--- src/rtl/spi_ru_pkg.sv ---
package spi_ru_pkg;
  // word indices; order is decoded by software
  localparam int IX_RXD  = 0;
  localparam int IX_TXD  = 1;
  localparam int IX_CTRL = 2;
  localparam int IX_CFG  = 3;
  localparam int IX_IEN  = 4;
  localparam int IX_DMA  = 5;
  localparam int IX_STAT = 6;
  localparam int IX_PER  = 7;
  localparam int IX_TEST = 8;
  localparam int IX_MSG  = 9;
  // control fields
  localparam int C_EN   = 0;
  localparam int C_XCH  = 2;
  localparam int C_IMM  = 3;
  localparam int C_MODE = 4;
  localparam int C_SEL  = 18;
  // status bits
  localparam int S_TXE  = 0;
  localparam int S_TXF  = 1;
  localparam int S_RXR  = 2;
  localparam int S_RXF  = 3;
  localparam int S_OVF  = 4;
  localparam int S_DONE = 5;
endpackage

--- src/rtl/spi_ru_fifo.sv ---
module spi_ru_fifo #(
  parameter int W     = 32,
  parameter int DEPTH = 64
) (
  input  logic                       clk_i,
  input  logic                       rst_ni,
  input  logic                       flush_i,
  input  logic                       push_i,
  input  logic [W-1:0]               data_i,
  input  logic                       pop_i,
  output logic [W-1:0]               data_o,
  output logic [$clog2(DEPTH+1)-1:0] count_o
);
  localparam int AW = (DEPTH > 1) ? $clog2(DEPTH) : 1;
  localparam int CW = $clog2(DEPTH+1);

  logic [W-1:0]  mem [DEPTH];
  logic [AW-1:0] wr_ptr, rd_ptr;
  logic [CW-1:0] cnt;

  function automatic logic [AW-1:0] nxt(input logic [AW-1:0] p);
    return (p == AW'(DEPTH-1)) ? '0 : p + AW'(1);
  endfunction

  always_ff @(posedge clk_i or negedge rst_ni) begin
    if (!rst_ni) begin
      wr_ptr <= '0;
      rd_ptr <= '0;
      cnt    <= '0;
    end else if (flush_i) begin
      wr_ptr <= '0;
      rd_ptr <= '0;
      cnt    <= '0;
    end else begin
      if (push_i) wr_ptr <= nxt(wr_ptr);
      if (pop_i)  rd_ptr <= nxt(rd_ptr);
      cnt <= cnt + CW'(push_i) - CW'(pop_i);
    end
  end

  always_ff @(posedge clk_i) begin
    if (push_i && !flush_i) mem[wr_ptr] <= data_i;
  end

  assign data_o  = mem[rd_ptr];
  assign count_o = cnt;
endmodule

--- src/rtl/spi_ru_cs_dec.sv ---
module spi_ru_cs_dec #(
  parameter int NCS   = 4,
  parameter int SEL_W = 2
) (
  input  logic             master_i,
  input  logic [SEL_W-1:0] sel_i,
  output logic [NCS-1:0]   cs_n_o
);
  for (genvar g = 0; g < NCS; g++) begin : g_cs
    assign cs_n_o[g] = !(master_i && (sel_i == SEL_W'(g)));
  end
endmodule

--- src/rtl/spi_reg_unit.sv ---
module spi_reg_unit #(
  parameter int DEPTH  = 64,
  parameter int ADDR_W = 12,
  parameter int NCS    = 4
) (
  input  logic              clk_i,
  input  logic              rst_ni,
  input  logic              bus_req_i,
  input  logic              bus_we_i,
  input  logic [ADDR_W-1:2] bus_addr_i,
  input  logic [31:0]       bus_wdata_i,
  output logic [31:0]       bus_rdata_o,
  output logic              irq_o,
  output logic [NCS-1:0]    cs_n_o,
  output logic              xfer_start_o,
  output logic [31:0]       xfer_tx_o,
  input  logic              xfer_done_i,
  input  logic [31:0]       xfer_rx_i
);
  import spi_ru_pkg::*;

  localparam int IW    = ADDR_W - 2;
  localparam int SEL_W = (NCS > 1) ? $clog2(NCS) : 1;
  localparam int CW    = $clog2(DEPTH+1);

  logic [IW-1:0] idx;
  logic wr, rd, wr_ctrl, soft_rst;
  logic [31:0] ctrl_q, cfg_q, ien_q, dma_q, per_q, test_q;
  logic ovf_q, done_q, busy_q;
  logic en, master, start, done_ok;
  logic [SEL_W-1:0] sel;
  logic [NCS-1:0] mode;
  logic [CW-1:0] tx_cnt, rx_cnt;
  logic tx_empty, tx_full, rx_empty, rx_full;
  logic tx_push, rx_push, rx_pop;
  logic [31:0] rx_head, status;

  function automatic logic hit(input int n);
    return idx == IW'(n);
  endfunction

  assign idx      = bus_addr_i;
  assign wr       = bus_req_i && bus_we_i;
  assign rd       = bus_req_i && !bus_we_i;
  assign wr_ctrl  = wr && hit(IX_CTRL);
  assign soft_rst = wr_ctrl && !bus_wdata_i[C_EN];

  assign en     = ctrl_q[C_EN];
  assign sel    = ctrl_q[C_SEL +: SEL_W];
  assign mode   = ctrl_q[C_MODE +: NCS];
  assign master = mode[sel];

  assign tx_empty = (tx_cnt == '0);
  assign tx_full  = (tx_cnt == CW'(DEPTH));
  assign rx_empty = (rx_cnt == '0);
  assign rx_full  = (rx_cnt == CW'(DEPTH));

  assign start   = en && master && !busy_q && !tx_empty &&
                   (ctrl_q[C_XCH] || ctrl_q[C_IMM]);
  assign done_ok = xfer_done_i && busy_q;
  assign tx_push = wr && hit(IX_TXD) && en && !tx_full;
  assign rx_pop  = rd && hit(IX_RXD) && en && !rx_empty;
  assign rx_push = done_ok && !rx_full && !soft_rst;

  spi_ru_fifo #(.W(32), .DEPTH(DEPTH)) u_tx_fifo (
    .clk_i, .rst_ni,
    .flush_i (soft_rst),
    .push_i  (tx_push),
    .data_i  (bus_wdata_i),
    .pop_i   (start),
    .data_o  (xfer_tx_o),
    .count_o (tx_cnt)
  );

  spi_ru_fifo #(.W(32), .DEPTH(DEPTH)) u_rx_fifo (
    .clk_i, .rst_ni,
    .flush_i (soft_rst),
    .push_i  (rx_push),
    .data_i  (xfer_rx_i),
    .pop_i   (rx_pop),
    .data_o  (rx_head),
    .count_o (rx_cnt)
  );

  spi_ru_cs_dec #(.NCS(NCS), .SEL_W(SEL_W)) u_cs_dec (
    .master_i (master),
    .sel_i    (sel),
    .cs_n_o   (cs_n_o)
  );

  always_ff @(posedge clk_i or negedge rst_ni) begin
    if (!rst_ni) begin
      ctrl_q <= '0; cfg_q <= '0; ien_q <= '0;
      dma_q  <= '0; per_q <= '0; test_q <= '0;
      ovf_q  <= 1'b0; done_q <= 1'b0; busy_q <= 1'b0;
    end else if (soft_rst) begin
      ctrl_q <= '0; cfg_q <= '0; ien_q <= '0;
      dma_q  <= '0; per_q <= '0; test_q <= '0;
      ovf_q  <= 1'b0; done_q <= 1'b0; busy_q <= 1'b0;
    end else begin
      if (start)        busy_q <= 1'b1;
      else if (done_ok) busy_q <= 1'b0;
      // clear-on-one first, hardware set wins
      if (wr && hit(IX_STAT)) begin
        if (bus_wdata_i[S_OVF])  ovf_q  <= 1'b0;
        if (bus_wdata_i[S_DONE]) done_q <= 1'b0;
      end
      if (done_ok && rx_full) ovf_q <= 1'b1;
      if (done_ok && tx_empty) begin
        done_q         <= 1'b1;
        ctrl_q[C_XCH]  <= 1'b0;
      end
      if (wr_ctrl)             ctrl_q <= bus_wdata_i;
      if (wr && hit(IX_CFG))  cfg_q  <= bus_wdata_i;
      if (wr && hit(IX_IEN))  ien_q  <= bus_wdata_i;
      if (wr && hit(IX_DMA))  dma_q  <= bus_wdata_i;
      if (wr && hit(IX_PER))  per_q  <= bus_wdata_i;
      if (wr && hit(IX_TEST)) test_q <= bus_wdata_i;
    end
  end

  always_comb begin
    status         = '0;
    status[S_TXE]  = tx_empty;
    status[S_TXF]  = tx_full;
    status[S_RXR]  = !rx_empty;
    status[S_RXF]  = rx_full;
    status[S_OVF]  = ovf_q;
    status[S_DONE] = done_q;
  end

  always_comb begin
    bus_rdata_o = '0;
    if (rd) begin
      if (hit(IX_RXD))       bus_rdata_o = rx_pop ? rx_head : '0;
      else if (hit(IX_CTRL)) bus_rdata_o = ctrl_q;
      else if (hit(IX_CFG))  bus_rdata_o = cfg_q;
      else if (hit(IX_IEN))  bus_rdata_o = ien_q;
      else if (hit(IX_DMA))  bus_rdata_o = dma_q;
      else if (hit(IX_STAT)) bus_rdata_o = status;
      else if (hit(IX_PER))  bus_rdata_o = per_q;
      else if (hit(IX_TEST)) bus_rdata_o = test_q;
    end
  end

  assign irq_o        = |(status & ien_q);
  assign xfer_start_o = start;
endmodule

--- config.mk ---
export PLATFORM = sky130hd
export DESIGN_NAME = spi_reg_unit
export DESIGN_NICKNAME = d
export VERILOG_FILES = /design/src/rtl/spi_ru_pkg.sv /design/src/rtl/spi_ru_fifo.sv /design/src/rtl/spi_ru_cs_dec.sv /design/src/rtl/spi_reg_unit.sv
export SDC_FILE = /design/constraint.sdc
export NUM_CORES = 2
export LEC_CHECK = 0
export ABC_AREA = 0
export BUFFER_PORTS_ARGS = -buffer_cell sky130_fd_sc_hd__buf_4
export CAP_MARGIN = 20
export CORE_MARGIN = 2
export CORE_UTILIZATION = 63
export CTS_CLUSTER_DIAMETER = 150
export DETAILED_ROUTE_END_ITERATION = 8
export PLACE_DENSITY = 0.78
export SYNTH_ARGS = -nofsm -noshare
export SYNTH_HDL_FRONTEND = slang
export SYNTH_HIERARCHICAL = 1
export SYNTH_SLANG_ARGS = --single-unit
--- constraint.sdc ---
create_clock -name clk_i -period 10.7 [get_ports clk_i]
set_input_delay 2.14 -clock clk_i [delete_from_list [all_inputs] [get_ports clk_i]]
set_output_delay 2.14 -clock clk_i [all_outputs]
set_load 0.05 [all_outputs]
==> impl_results.md <==
- Outcome: completed
- Post-Syn Instances: between 8,000 and 9,000
- Async S/R FF share, synth: 5.38%
- CP peak stage delay: a little over 700 ps
- Post-CTS Setup Bufs: 0
- Clock latency on the worst-skew pair: 990 ps
- Final Cycle Share: 77.6%
- Mapped Nets: about 8,700
- Global placement routability congestion: 0.944
- PostCTS Resize Cnt: 0
- Post-synth EDFFs: 4,096
- Max_cap viols: 0
- Final min period: a little over 8000 ps
- Die area: 273,000 um^2
- Chip width: approximately 520 um
- Prevailing post-synth register cell: edfxtp_1
- FF+latch count, synth: 4,329
- Core region area: ~270,000 um^2
- Worst min path class: flip-flop to flip-flop
- Total wire length: 477 mm
- Synth area leader: edfxtp_1
- Final setup violation count: 0
- Unrepaired setup endpoints after global routing: false
- CP Data Required Time: between 8000 and 9000 ps
- Htree depth: 5
- Synthesis-to-layout area growth: 11.9%
- LEAKAGE: ~0.063 uW
- IO buf count: 148
- Initial core utilization: 63.2%
- Place WS: 3150 ps
- Vias: 92,100
- Clock Skew: between 70 and 80 ps
- Sequential area share after synthesis: 76.2%
- Final Hold Viols: 0
- Row count: 190
- # clock sinks: between 4,000 and 5,000
- Mean post-synth cell area: 19.7 um^2
- Initial antenna violation count: 32
- Drt initial violations: 15,700
- Rel. slew slack: roughly 15%
- Worst Setup End Kind: output pin
- Setup ws final: 2400 ps
- Vias per cell: 7.22
- CP Launch Point: u_rx_fifo/rd_ptr[1]
- CTS Buffer Depth: 4
- Synth warn: 6
- TNS Setup: 0 ps
- Overall Global Routing Usage: 35.1%
- R2R setup slack: ~6400 ps
- DRC Markers: 0
- Share of layout cells above drive strength 1: 22.4%
- Reg2Reg Capture Point: u_rx_fifo/mem[39][22]
- P per Cell Area: 179 nW/um^2
- Die Y-Extent: 522 um
- Post-synth cell types: 81
- Crit Path Max Fanout: 103
- Pin count of the biggest net entering global routing: 137
- CP top delay family: compound AO/OA/AOI/OAI gates
- Vias in the first global route: about 89,000
- CP Capture Point: bus_rdata_o[29]
- CP most frequent cell: buf_4
- Clock root buffer: clkbuf_16
- CTS clk-pin slew, worst paths: ~60 ps
- Clock buffer count from CTS: 416
- DP Wirelength: around 270 mm
- Top post-synthesis cells by count: edfxtp_1, mux4_2, nand2_1, mux2i_1, a21oi_1
- Nets: 8,940
- Worst reg2reg path depth: 8
- Startpoint Class: flip-flop
- Worst path cell trace: buf_12 -> buf_4 -> mux4_2 -> mux2i_1 -> o21ai_0 -> nand2_1 -> a31oi_1 -> a21oi_1 -> a221oi_1 -> buf_4
- Cts hold-fix bufs: 0
- Final Instance Count excl. Fillers: 12,800
- Max-slew violations: 0
- First-pass GRT wire length: around 670 mm
- Yosys top cell area share: just over 70%
- Worst R2R Start: u_rx_fifo/count_o[5]
- CP max-delay cell: dfrtp_4
- WS Path Type: flip-flop to output pin
- Count leader, synth: edfxtp_1
- Io pins: 149
- Placed cell count: 11,900
- Syn Std Cell Area: 169,000 um^2
- Gr ovfl total: 0
- Worst path depth: 10
- Fmax: ~120 MHz
- CTS tree: yes
- CP arrival: 6160 ps
- Routed length per instance: 37.4 um
- Area contributors post-synth: edfxtp_1, mux4_2, dfrtp_1
- VDD IR-drop max: between 0.2 and 0.25 mV
- 1st-pass router iterations: 7
- Antenna Violating Nets Remaining: 0
- Worst path bufs/invs: 3
- Tightest Pin Transition: 1280 ps
worst min-delay path by stage:
stage | from | to | slack (ps) | depth (start not counted)
floorplan | ctrl_q[25] | ctrl_q[25] | 440 | 2
global placement | ctrl_q[25] | ctrl_q[25] | 470 | 2
detailed placement | ctrl_q[25] | ctrl_q[25] | 480 | 2
CTS | ctrl_q[25] | ctrl_q[25] | 490 | 2
global route | ctrl_q[25] | ctrl_q[25] | 510 | 2
finish | ctrl_q[25] | ctrl_q[25] | 490 | 2
area by class of cell:
type | count | area (um^2)
clock inverter | 234 | 2450
timing repair buffer | 373 | 3610
tap | 3552 | 4440
sequential | 4329 | 129000
antenna | 18 | 45.0
fill | 15200 | 78300
clock buffer | 525 | 11100
multi-input combinational | 3686 | 38500
inverter | 35 | 133
through the flow:
step	utilization (%)	hold WS [ps]	cell area, um^2	total power [uW]
floorplan	-	439	169000	19200
global placement	65.3	468	175000	19600
detailed placement	65.5	479	175000	19600
CTS	70.5	494	189000	34000
global route	70.7	513	189000	34600
finish	70.7	491	189000	33900
power by group:
group          internal (uW)  switching [uW]  total (uW)
combinational            147             562         709
clock                   8240            6350       14600
sequential             18600            24.8       18600
state kept, by name, summed over array words and instances, names as in the netlist:
signal / count
ctrl_q: 32
test_q: 32
cfg_q: 32
dma_q: 32
u_rx_fifo/wr_ptr: 6
ien_q: 32
u_rx_fifo/count_o: 7
done_q: 1
u_rx_fifo/rd_ptr: 6
busy_q: 1
u_tx_fifo/mem: 2048
u_tx_fifo/count_o: 7
ovf_q: 1
per_q: 32
u_tx_fifo/rd_ptr: 6
u_rx_fifo/mem: 2048
u_tx_fifo/wr_ptr: 6
routing by layer:
| layer | vias to the layer above | track usage, % | wire, um |
|---|---|---|---|
| met5 | - | 0 | 148 |
| met4 | 20 | 18.7 | 30700 |
| met1 | 47600 | 47.9 | 163000 |
| li1 | 35800 | - | - |
| met3 | 1253 | 7.14 | 56700 |
| met2 | 7439 | 54.4 | 227000 |
layout by cell type, fill, tap and decap left out, types with 39 or more instances in the layout:
master	synthesis	final
clkinv_2	0	70
clkbuf_16	0	423
nor3_1	50	42
dfrtp_1	233	221
nand3_1	80	80
mux4_2	865	865
nor2_4	0	129
a31oi_1	39	39
a221oi_1	161	161
o22ai_1	104	104
mux2i_1	439	439
nand2_1	627	624
clkinv_1	0	91
buf_4	69	308
mux2_2	47	47
a22oi_1	151	151
clkbuf_1	227	92
nor2b_1	50	45
a21oi_1	317	317
nor2_1	244	112
buf_12	0	56
o21ai_0	155	155
edfxtp_1	4096	4096
kinds of logic after synthesis:
logic type | synth area share, %
adders and majority gates | 0.157
muxes | 14.4
and+or+nand+nor | 2.98
AOI/OAI and AO/OA | 4.49
buffers and inverters | 1.68
xor gates and xnor gates | 0.0829
DFF | 76.2
tightest hold or removal path, cell delays in order (launching register included):
cell,delay (ps)
dfrtp_1,350
nand2_1,50
nand2_1,50
Power figures use the tool's default switching activity.
